--- src/rtl/ls_line_pkg.sv ---
package ls_line_pkg;

    typedef enum logic [1:0] {
        SYM_RELEASE = 2'b00,
        SYM_J       = 2'b01,
        SYM_K       = 2'b10,
        SYM_SE0     = 2'b11
    } ls_sym_e;

    typedef struct packed {
        logic dp;
        logic dm;
        logic oe;
    } ls_line_t;

    typedef enum logic [1:0] {
        EOP_IDLE = 2'b00,
        EOP_SE0  = 2'b01,
        EOP_JEND = 2'b10
    } eop_state_e;

    localparam ls_line_t LINE_RESET = '{dp: 1'b1, dm: 1'b0, oe: 1'b0};

    function automatic ls_line_t sym_to_line(ls_sym_e s);
        ls_line_t l;
        unique case (s)
            SYM_J:   l = '{dp: 1'b1, dm: 1'b0, oe: 1'b1};
            SYM_K:   l = '{dp: 1'b0, dm: 1'b1, oe: 1'b1};
            SYM_SE0: l = '{dp: 1'b0, dm: 1'b0, oe: 1'b1};
            default: l = LINE_RESET;
        endcase
        return l;
    endfunction

endpackage

--- src/rtl/ls_eop_seq.sv ---
module ls_eop_seq
    import ls_line_pkg::*;
#(
    parameter int SE0_BITS = 2
) (
    input  logic    clk,
    input  logic    rst_n,
    input  logic    tick,
    input  logic    start,
    output logic    drive_valid,
    output ls_sym_e drive_sym,
    output logic    busy
);

    localparam int CNT_W = (SE0_BITS > 1) ? $clog2(SE0_BITS) : 1;
    localparam logic [CNT_W-1:0] CNT_LOAD = CNT_W'(SE0_BITS - 1);

    typedef struct packed {
        eop_state_e       state;
        logic [CNT_W-1:0] left;
    } seq_t;

    seq_t seq_d, seq_q;

    always_comb begin
        seq_d       = seq_q;
        drive_valid = 1'b0;
        drive_sym   = SYM_RELEASE;
        if (tick) begin
            unique case (seq_q.state)
                EOP_IDLE: begin
                    if (start) begin
                        drive_valid = 1'b1;
                        drive_sym   = SYM_SE0;
                        seq_d.state = (SE0_BITS > 1) ? EOP_SE0 : EOP_JEND;
                        seq_d.left  = CNT_LOAD;
                    end
                end
                EOP_SE0: begin
                    drive_valid = 1'b1;
                    if (seq_q.left > CNT_W'(1)) begin
                        drive_sym  = SYM_SE0;
                        seq_d.left = seq_q.left - CNT_W'(1);
                    end else begin
                        drive_sym   = SYM_SE0;
                        seq_d.left  = '0;
                        seq_d.state = EOP_JEND;
                    end
                end
                EOP_JEND: begin
                    drive_valid = 1'b1;
                    if (seq_q.left == '0) begin
                        drive_sym  = SYM_J;
                        seq_d.left = CNT_W'(1);
                    end else begin
                        drive_sym   = SYM_RELEASE;
                        seq_d.state = EOP_IDLE;
                        seq_d.left  = '0;
                    end
                end
                default: seq_d.state = EOP_IDLE;
            endcase
        end
    end

    always_ff @(posedge clk or negedge rst_n) begin
        if (!rst_n) begin
            seq_q <= '{state: EOP_IDLE, left: '0};
        end else begin
            seq_q <= seq_d;
        end
    end

    assign busy = (seq_q.state != EOP_IDLE);

    AST_SEQ_HOLD_NO_TICK: assert property (@(posedge clk) disable iff (!rst_n)
        !tick |=> $stable(seq_q)) else $error("sequencer moved without tick");

    AST_SEQ_LEGAL_STATE: assert property (@(posedge clk) disable iff (!rst_n)
        seq_q.state != 2'b11) else $error("sequencer in unused state");

    AST_SEQ_NEVER_K: assert property (@(posedge clk) disable iff (!rst_n)
        drive_valid |-> drive_sym != SYM_K) else $error("sequencer drove K");

endmodule

--- src/rtl/ls_line_reg.sv ---
module ls_line_reg
    import ls_line_pkg::*;
(
    input  logic     clk,
    input  logic     rst_n,
    input  logic     tick,
    input  logic     upd_valid,
    input  ls_sym_e  upd_sym,
    output ls_line_t line
);

    ls_line_t line_d, line_q;

    always_comb begin
        line_d = line_q;
        if (tick && upd_valid) begin
            line_d = sym_to_line(upd_sym);
        end
    end

    always_ff @(posedge clk or negedge rst_n) begin
        if (!rst_n) begin
            line_q <= LINE_RESET;
        end else begin
            line_q <= line_d;
        end
    end

    assign line = line_q;

    AST_NEVER_BOTH_HIGH: assert property (@(posedge clk) disable iff (!rst_n)
        !(line_q.dp && line_q.dm)) else $error("both lines high");

    AST_REG_HOLD: assert property (@(posedge clk) disable iff (!rst_n)
        !tick |=> $stable(line_q)) else $error("lines moved without tick");

    AST_RELEASE_AT_J: assert property (@(posedge clk) disable iff (!rst_n)
        !line_q.oe |-> (line_q.dp && !line_q.dm)) else $error("released lines not at J");

endmodule

--- src/rtl/ls_line_driver.sv ---
module ls_line_driver
    import ls_line_pkg::*;
#(
    parameter int EOP_SE0_BITS = 2
) (
    input  logic       clk,
    input  logic       rst_n,
    input  logic       bit_tick,
    input  logic       req_valid,
    input  logic [1:0] req_sym,
    input  logic       eop_req,
    output logic       line_dp,
    output logic       line_dm,
    output logic       line_oe,
    output logic       eop_busy
);

    logic     seq_valid;
    ls_sym_e  seq_sym;
    logic     seq_busy;
    logic     upd_valid;
    ls_sym_e  upd_sym;
    ls_line_t line_w;

    ls_eop_seq #(.SE0_BITS(EOP_SE0_BITS)) u_seq (
        .clk         (clk),
        .rst_n       (rst_n),
        .tick        (bit_tick),
        .start       (eop_req),
        .drive_valid (seq_valid),
        .drive_sym   (seq_sym),
        .busy        (seq_busy)
    );

    always_comb begin
        if (seq_valid) begin
            upd_valid = 1'b1;
            upd_sym   = seq_sym;
        end else if (!seq_busy && !eop_req) begin
            upd_valid = req_valid;
            upd_sym   = ls_sym_e'(req_sym);
        end else begin
            upd_valid = 1'b0;
            upd_sym   = SYM_RELEASE;
        end
    end

    ls_line_reg u_line (
        .clk       (clk),
        .rst_n     (rst_n),
        .tick      (bit_tick),
        .upd_valid (upd_valid),
        .upd_sym   (upd_sym),
        .line      (line_w)
    );

    assign line_dp  = line_w.dp;
    assign line_dm  = line_w.dm;
    assign line_oe  = line_w.oe;
    assign eop_busy = seq_busy;

    AST_EOP_STARTS_SE0: assert property (@(posedge clk) disable iff (!rst_n)
        (bit_tick && eop_req && !eop_busy) |=> (line_oe && !line_dp && !line_dm && eop_busy))
        else $error("end of packet did not start with SE0");

    AST_EOP_ENDS_RELEASED: assert property (@(posedge clk) disable iff (!rst_n)
        $fell(eop_busy) |-> !line_oe) else $error("enable kept after sequence");

    AST_BUSY_NO_K: assert property (@(posedge clk) disable iff (!rst_n)
        (eop_busy && bit_tick) |=> !(line_oe && !line_dp && line_dm))
        else $error("K seen during end of packet");

    AST_EOP_PRIORITY: assert property (@(posedge clk) disable iff (!rst_n)
        (bit_tick && !eop_busy && eop_req && req_valid) |=> (!line_dp && !line_dm))
        else $error("symbol request beat end of packet");

    AST_COMPLEMENT: assert property (@(posedge clk) disable iff (!rst_n)
        (line_oe && (line_dp || line_dm)) |-> (line_dp != line_dm))
        else $error("equal lines outside SE0");

endmodule

--- config.mk ---
export PLATFORM = sky130hd
export DESIGN_NAME = ls_line_driver
export DESIGN_NICKNAME = d
export VERILOG_FILES = /design/src/rtl/ls_line_pkg.sv /design/src/rtl/ls_eop_seq.sv /design/src/rtl/ls_line_reg.sv /design/src/rtl/ls_line_driver.sv
export SDC_FILE = /design/constraint.sdc
export NUM_CORES = 1
export LEC_CHECK = 0
export BUFFER_PORTS_ARGS = -buffer_cell sky130_fd_sc_hd__buf_2
export CAP_MARGIN = 20
export CORE_AREA = 8 8 45 47
export DETAILED_ROUTE_END_ITERATION = 16
export DIE_AREA = 0 0 53 55
export PLACE_DENSITY = 0.59
export SLEW_MARGIN = 20
export SYNTH_ARGS = -nofsm -noshare
export SYNTH_HDL_FRONTEND = slang
export SYNTH_HIERARCHICAL = 1
export SYNTH_SLANG_ARGS = --single-unit
export TNS_END_PERCENT = 10
--- constraint.sdc ---
create_clock -name clk -period 3.3 [get_ports clk]
set_input_delay 0.33 -clock clk [delete_from_list [all_inputs] [get_ports clk]]
set_output_delay 0.33 -clock clk [all_outputs]
set_load 0.02 [all_outputs]
# == After elaboration in Yosys (flattened, before gate mapping) ==
# Index checks and enable logic that the tools add are counted.
# op_classes
eq_ne,8
n_reduce_logical,10
n_addsub,1
magnitude_cmp,1
n_mux,19
# ops
operator,count
2-to-1 mux 2 bit,6
case mux 2 bit (3 select lines),2
case mux 3 bit (3 select lines),1
2-to-1 mux 1 bit,7
"== test 2 bit, second input constant",3
"== test 2 x 1 -> 1 bit, second input constant",2
"!= test 2 bit, second input constant",2
AND reduction 4 bit,1
2-to-1 mux 3 bit,1
case mux 1 bit (3 select lines),1
AND reduction 3 bit,1
nonzero test 3 bit,1
logical AND 1 bit,2
logical NOT 1 bit,2
logical NOT 2 bit,1
"!= test 2 x 1 -> 1 bit, second input constant",1
case mux 1 bit (2 select lines),1
nonzero test 2 bit,1
OR reduction 2 bit,1
"greater-than comparator 1 bit, second input constant",1
"subtractor 1 bit, second input constant",1
# totals
out_inout_bits,4
ff_bits,6
elab_cells,44

# == Logic depth before layout (Yosys ltp) ==
# Gate-level depths: netlist of run 1.
# logic_depth
word_depth,7
ltp_mapped,8
depth_no_buf,8

# == Cells and area by module ==
# Netlist of run 1, hierarchy kept.
# by_module_without_submodules
mod,instances,cells_each,area_per_inst_um2,seq_area_each_um2
ls_eop_seq,1,28,297.8,75.1
ls_line_reg,1,11,133.9,76.3
ls_line_driver,1,6,42.5,0.0

# == Least setup slack after synthesis of run 1 ==
# Ideal clock, no wire load.
# synth_timing
path_kind,reg2reg
startpoint,register u_seq/seq_q[1] (netlist name)
endpoint,"register u_line.line_q, in the netlist u_line/line[1]"
n_path_buf,0
arrival_time_ns,1.751
setup_time_ns,0.125
stages_incl_launch_ff,9
path_slack_ns,1.424
cell_sequence,dfrtp_1 inv_1 ha_1 a21oi_1 nor2_1 nor2b_1 a22o_1 and2b_1 mux2_4
# synth_between
elab_chain_len,7
word_cells_on_any_way,20
cone_classes,eq/ne: 5; mux: 9; reduce/logical: 6
# synth_lines
item,line_no,text
"start, declared",ls_eop_seq.sv:23,"seq_t seq_d, seq_q;"
"start signal, assigned",ls_eop_seq.sv:68,"seq_q <= '{state: EOP_IDLE, left: '0};"
"start signal, assigned",ls_eop_seq.sv:70,seq_q <= seq_d;
== test 2 x 1 -> 1 bit or == test 2 bit (tied branches),ls_eop_seq.sv:30,unique case (seq_q.state)
OR reduction 2 bit (no line),-,
case mux 1 bit (2 select lines) (*),ls_eop_seq.sv:30,
2-to-1 mux 1 bit (*),ls_eop_seq.sv:29,if (tick) begin
named net seq_valid,ls_line_driver.sv:18,logic seq_valid;
2-to-1 mux 2 bit (*),ls_line_driver.sv:36,if (seq_valid) begin
named net upd_sym[1],ls_line_driver.sv:22,ls_sym_e upd_sym;
== test 2 bit or == test 2 x 1 -> 1 bit (tied branches),ls_line_pkg.sv:26,unique case (s)
case mux 3 bit (3 select lines) (*),ls_line_pkg.sv:26,
"end signal, assigned",ls_line_reg.sv:25,line_q <= line_d;
"end, declared",ls_line_reg.sv:12,"ls_line_t line_d, line_q;"
# The timed path passes the listed nets; every way through them passes the cells marked *.
# A chain may end at the register's enable or synchronous reset.

# == Worst setup path in the final report of run 1 ==
# Ends and elaborated chain as after synthesis.

==> results of run 1 <==
==> cell usage in the layout, fill, tap and decap left out <==
cell type,count
buf_2,10
ha_1,6
inv_1,5
dfrtp_1,5
nor2_1,3
clkbuf_4,3
mux2_4,3
a21oi_1,3
nor2b_1,2
a22o_1,2
and2b_1,2
a31oi_1,2
mux2i_1,2
a21o_2,1
clkbuf_1,1
dlygate4sd3_1,1
nand2_2,1
dfstp_2,1
nand2_1,1
nand2b_2,1
nand2b_1,1
and2_1,1
nand2b_4,1
nand3_4,1
a41oi_1,1
==> cell families (layout without fill, tap and decap cells) <==
group / Yosys count / count (layout) / synth area share
AOI/OAI and AO/OA: 9 / 9 / 0.1319
buffers and inverters: 5 / 20 / 0.03958
muxes: 5 / 5 / 0.1372
DFF: 6 / 6 / 0.3193
adders and majority gates: 6 / 6 / 0.1583
and+or+nand+nor: 14 / 14 / 0.2137
==> synth_stat cells (all sizes together), types with 2 or more instances <==
master / n
nor2b: 2
and2b: 2
a21oi: 3
mux2i: 2
dfrtp: 5
inv: 5
a22o: 2
nand2b: 3
ha: 6
mux2: 3
nor2: 3
a31oi: 2
nand2: 2
==> final cells by class <==
cell class / count / area (um^2) / area share
repair buffers: 11 / 60.06 / 0.1034
multi-input cells: 34 / 304.0 / 0.5237
flip-flops and latches: 6 / 151.4 / 0.2608
inverters: 5 / 18.77 / 0.03233
clock buffers: 4 / 26.28 / 0.04526
well taps: 16 / 20.02 / 0.03448
==> flip-flops by register name (all words and copies together), names as in the netlist <==
| name | cells |
|---|---|
| u_seq/seq_q | 3 |
| u_line/line | 3 |
==> critical path: stages (launching register included) <==
cell and delay (ns):
dfrtp_1 0.42, inv_1 0.17, ha_1 0.28, a21oi_1 0.09, nor2_1 0.25, nor2b_1 0.09, a22o_1 0.23, and2b_1 0.16
mux2_4 0.26
==> where the power goes <==
part,internal [mW],switching [mW],leakage [nW]
clock network,0.0462,0.0320,0.0150
logic,0.134,0.160,0.223
registers,0.111,0.0259,0.0712
total,0.291,0.217,0.310
==> routing by layer <==
metal,routed length (um),up-vias,global-route usage
met5,0,-,0
met1,384,165,0.07975
met4,8,0,0.03879
li1,-,182,-
met2,411,10,0.1133
met3,104,2,0.06150
==> metrics by stage <==
| step | instances | power [mW] | hold WS (ns) | setup WS [ns] |
|---|---|---|---|---|
| final | 76 | 0.5089 | 0.3797 | 1.242 |
| after detailed placement | 71 | 0.4345 | 0.1597 | 1.253 |
| after CTS | 76 | 0.5179 | 0.3797 | 1.232 |
| after global placement | 71 | 0.4351 | 0.1570 | 1.303 |
| after floorplan | 45 | 0.3650 | 0.03441 | 1.424 |
| after global routing | 76 | 0.5598 | 0.4051 | 1.054 |
==> worst max-delay path by stage <==
stage | end | cells past startpoint | slack, ns | start
after floorplan | u_line/line[1] | 8 | 1.42 | u_seq/seq_q[1]
after global placement | u_line/line[1] | 8 | 1.30 | u_seq/seq_q[1]
after detailed placement | u_line/line[1] | 8 | 1.25 | u_seq/seq_q[1]
after CTS | u_line/line[1] | 8 | 1.23 | u_seq/seq_q[1]
after global routing | u_line/line[1] | 8 | 1.05 | u_seq/seq_q[1]
final | u_line/line[1] | 8 | 1.24 | u_seq/seq_q[1]
==> metrics.cfg, run 1 <==
[outcome]
status=complete, no violations

[floorplan]
chipHeight_um=55
dieArea_um2=2915
ios=11
rows=14
start_util=0.3427
die_w_um=53
core-area_um2=1384

[grt]
grt_max_degree=8
antenna_found_initial=0
grt_pass1_wl_um=1593
grt_pass1_vias=369
gr-total-overflow=0
grt_usage=0.07785

[sta]
final.period_utilization=0.6237
worst_pin_slew_ns=0.2940
max_freq_ghz=0.4858
hold_viol=0
rsz0062_at_grt=false
finalSetupTns_ns=0
relSlewSlack=0.8032
slew_violations=0
setup_violations=0
period_needed_ns=2.058
finClkSkew_ns=0.002994

[layout]
area_delta_synth_final_pct=22.43
diodes=0
drive_gt1_frac=0.3667
finalNetCount=74
fin_util=0.4195
nFillCells=141
post-route-cell-area_um2=580.6

[power]
peakVddDrop_uv=330.2
p_leak_nw=0.3097
powerDensity_nw_per_um2=876.5

[routing]
first_pass_iters=4
totalWireLength_um=908
post_drt_wl_per_cell_um=11.95
final_antenna_net_count=0
vias_per_cell=4.724
via_count=359
drtIter0Drc=4
drcViolationCount=0

[synthesis]
syn_avg_cell_area_um2=10.54
synth_top_area_cell=dfrtp_1
ys_ff_latch=6
syn_area_um2=474.2
synthFlopType=dfrtp_1
yosysSeqAreaShare=0.3193
yosys_warnings=6
ys_async_sr_fraction=1.000
synth-edff-count=0
netlist_instances=45
synth_fp_nets=58
synth_area_leaders=dfrtp_1 26%, ha_1 16%, mux2_4 9.5%
synth.distinct_cells=21
synth_top_area_share=0.2639

[setup_path]
end_kind=flop
r2r_start=u_seq/seq_q[1]
worstSetupPathType=reg -> reg
crit_path_start_kind=flop
rrSetupSlack_ns=1.24
cp_max_fo=5
r2r_end=u_line/line[1]
ff2ff_path_depth=8
cp.required_ns=3.43
critPathArrivalTime_ns=2.19

[run]
max_cap_violations=0

[cts]
cts_buffer_depth=2
cts_tree=done
clock_latency_ns=0.25
ctsHoldBuffers=1
cts_sinks=6
cts-root-buf=clkbuf_4
cts_htree_levels=1
cts_resized=0
postCtsSetupRepairBufs=0
clk_pin_slew_ns=0.05
cts_buffers=3

[hold_path]
hold_end=u_line/line[0]
hp-class=in -> reg
hold_depth=2
min-delay-start=bit_tick

[placement]
io_buffer_count=10
dp_hpwl_um=742.2
gp_congestion=0.8043
dpl-instance-area_um2=544.3

No activity file was read; power rests on OpenSTA's default activity.
==> run 2: changes to the inputs <==
==> constraint.sdc (replaced) <==
create_clock -name clk -period 2.1 [get_ports clk]
set_input_delay 0.21 -clock clk [delete_from_list [all_inputs] [get_ports clk]]
set_output_delay 0.21 -clock clk [all_outputs]
set_load 0.02 [all_outputs]
==> metrics.cfg, run 2 (synthesized netlist as in run 1, its figures left out) <==
[layout]
regArea_um2=151.4
nFillCells=144
final_cell_mix=10 x buf_2, 6 x ha_1, 5 x inv_1, 5 x dfrtp_1
mostFrequentLayoutCell=buf_2
drive_gt1_frac=0.4032
multi_input_comb_area_um2=306.5
post-route-cell-area_um2=598.1
diodes=0
finalNetCount=76
area_delta_synth_final_pct=26.12

[power]
powerDensity_nw_per_um2=1389
p_leak_nw=0.3192
peakVddDrop_uv=545.8
power_uw=831.0

[routing]
via_count=362
drcViolationCount=0
drtIter0Drc=4
first_pass_iters=4
post_drt_wl_per_cell_um=11.49
vias_per_cell=4.641
totalWireLength_um=896
final_antenna_net_count=0

[sta]
setup_violations=0
period_needed_ns=1.935
slew_violations=0
holdWs_ns=0.2854
max_freq_ghz=0.5168
finalSetupTns_ns=0
rsz0062_at_grt=false
worst_pin_slew_ns=0.2031
finClkSkew_ns=0.005476
hold_viol=0
relSlewSlack=0.8641
final.period_utilization=0.9215

[grt]
grt_pass1_vias=368
antenna_found_initial=0
grt_max_degree=8
grt_usage=0.06931
gr-total-overflow=0
grt_pass1_wl_um=1421

[setup_path]
cp_max_fo=5
crit_start=u_seq/seq_q[2]
worstSetupPathType=reg -> reg
r2r_start=u_seq/seq_q[2]
cpMaxStageDelayCell=dfrtp_1
rrSetupSlack_ns=0.16
cp_cell_sequence=inv_1 -> ha_1 -> a21oi_1 -> nor2_2 -> nor2b_1 -> a22o_1 -> and2b_1 -> mux2_4
end_kind=flop
critical-path-max-stage-delay_ns=0.42
critPathArrivalTime_ns=2.06
crit_path_start_kind=flop
cp.required_ns=2.23

[placement]
dp_hpwl_um=724.8
dpl-instance-area_um2=559.3
gp_congestion=0.7146
io_buffer_count=10

[cts]
clk_pin_slew_ns=0.05
clock_latency_ns=0.25
postCtsSetupRepairBufs=0
cts_buffer_depth=2
cts_sinks=6
cts-root-buf=clkbuf_4
cts_htree_levels=1
cts_buffers=3
cts_tree=done

[floorplan]
ios=11
dieArea_um2=2915
chipHeight_um=55
start_util=0.3427
core-area_um2=1384
rows=14
die_w_um=53

[hold_path]
min-delay-start=bit_tick
hp-class=in -> reg

[run]
max_cap_violations=0

[outcome]
status=complete, no violations

## run 2: cell count changes in the layout (fill, tap and decap cells not counted)
cell	previous run	this run
buf_4	0	2
nor2_1	3	2
nor2_2	0	1
## run 2: repair_timing
action / in CTS / in global routing
setup endpoints to repair: 0 / 1
hold buffers: 1 / 0
resized for setup: 0 / 1
hold endpoints to repair: 6 / 0
## run 2: metrics by stage
| step | util | setup WS (ns) | cells |
|---|---|---|---|
| after floorplan | - | 0.2235 | 45 |
| after global placement | 0.4042 | 0.1097 | 73 |
| after detailed placement | 0.4042 | 0.1169 | 73 |
| after CTS | 0.4304 | 0.08625 | 78 |
| after global routing | 0.4322 | 0.06316 | 78 |
| final | 0.4322 | 0.1649 | 78 |
## run 2: worst max-delay path, delay by kind of cell (launching register included)
kind	cells	cell delay, ns
buffers and inverters	1	0.12
flip-flops	1	0.42
AND/OR/NAND/NOR	3	0.41
multiplexers	1	0.26
AO/OA/AOI/OAI	2	0.29
adder cells (fa/ha/maj)	1	0.32
## run 2: worst paths after layout
path                                  end  depth (start not counted)
min in group asynchronous  u_seq/seq_q[0]                          2
max                        u_line/line[1]                          8
max reg2reg                u_line/line[1]                          8
min reg2reg                u_line/line[2]                          2
min                        u_line/line[0]                          2
max in group asynchronous  u_line/line[2]                          2
## run 2: where the power goes
group	leakage, nW	internal (mW)	total [mW]	switching, mW
clock	0.0150	0.0721	0.116	0.0436
sequential	0.0712	0.175	0.216	0.0416
combinational	0.233	0.239	0.499	0.260
## run 2: per-layer routing
layer | up-vias | global-route usage | part of all wire | wire length (um)
met3 | 3 | 0.05348 | 0.12 | 110
met5 | - | 0 | 0 | 0
met1 | 162 | 0.06656 | 0.43 | 382
met2 | 10 | 0.1055 | 0.44 | 395
li1 | 187 | - | - | -
met4 | 0 | 0.03879 | 0.0089 | 8
## run 2: area by class of cell
class	instances	share of cell area
clock buffers	4	0.04393
inverters	5	0.03138
multi-input cells	34	0.5126
flip-flops and latches	6	0.2531
well taps	16	0.03347
repair buffers	13	0.1255
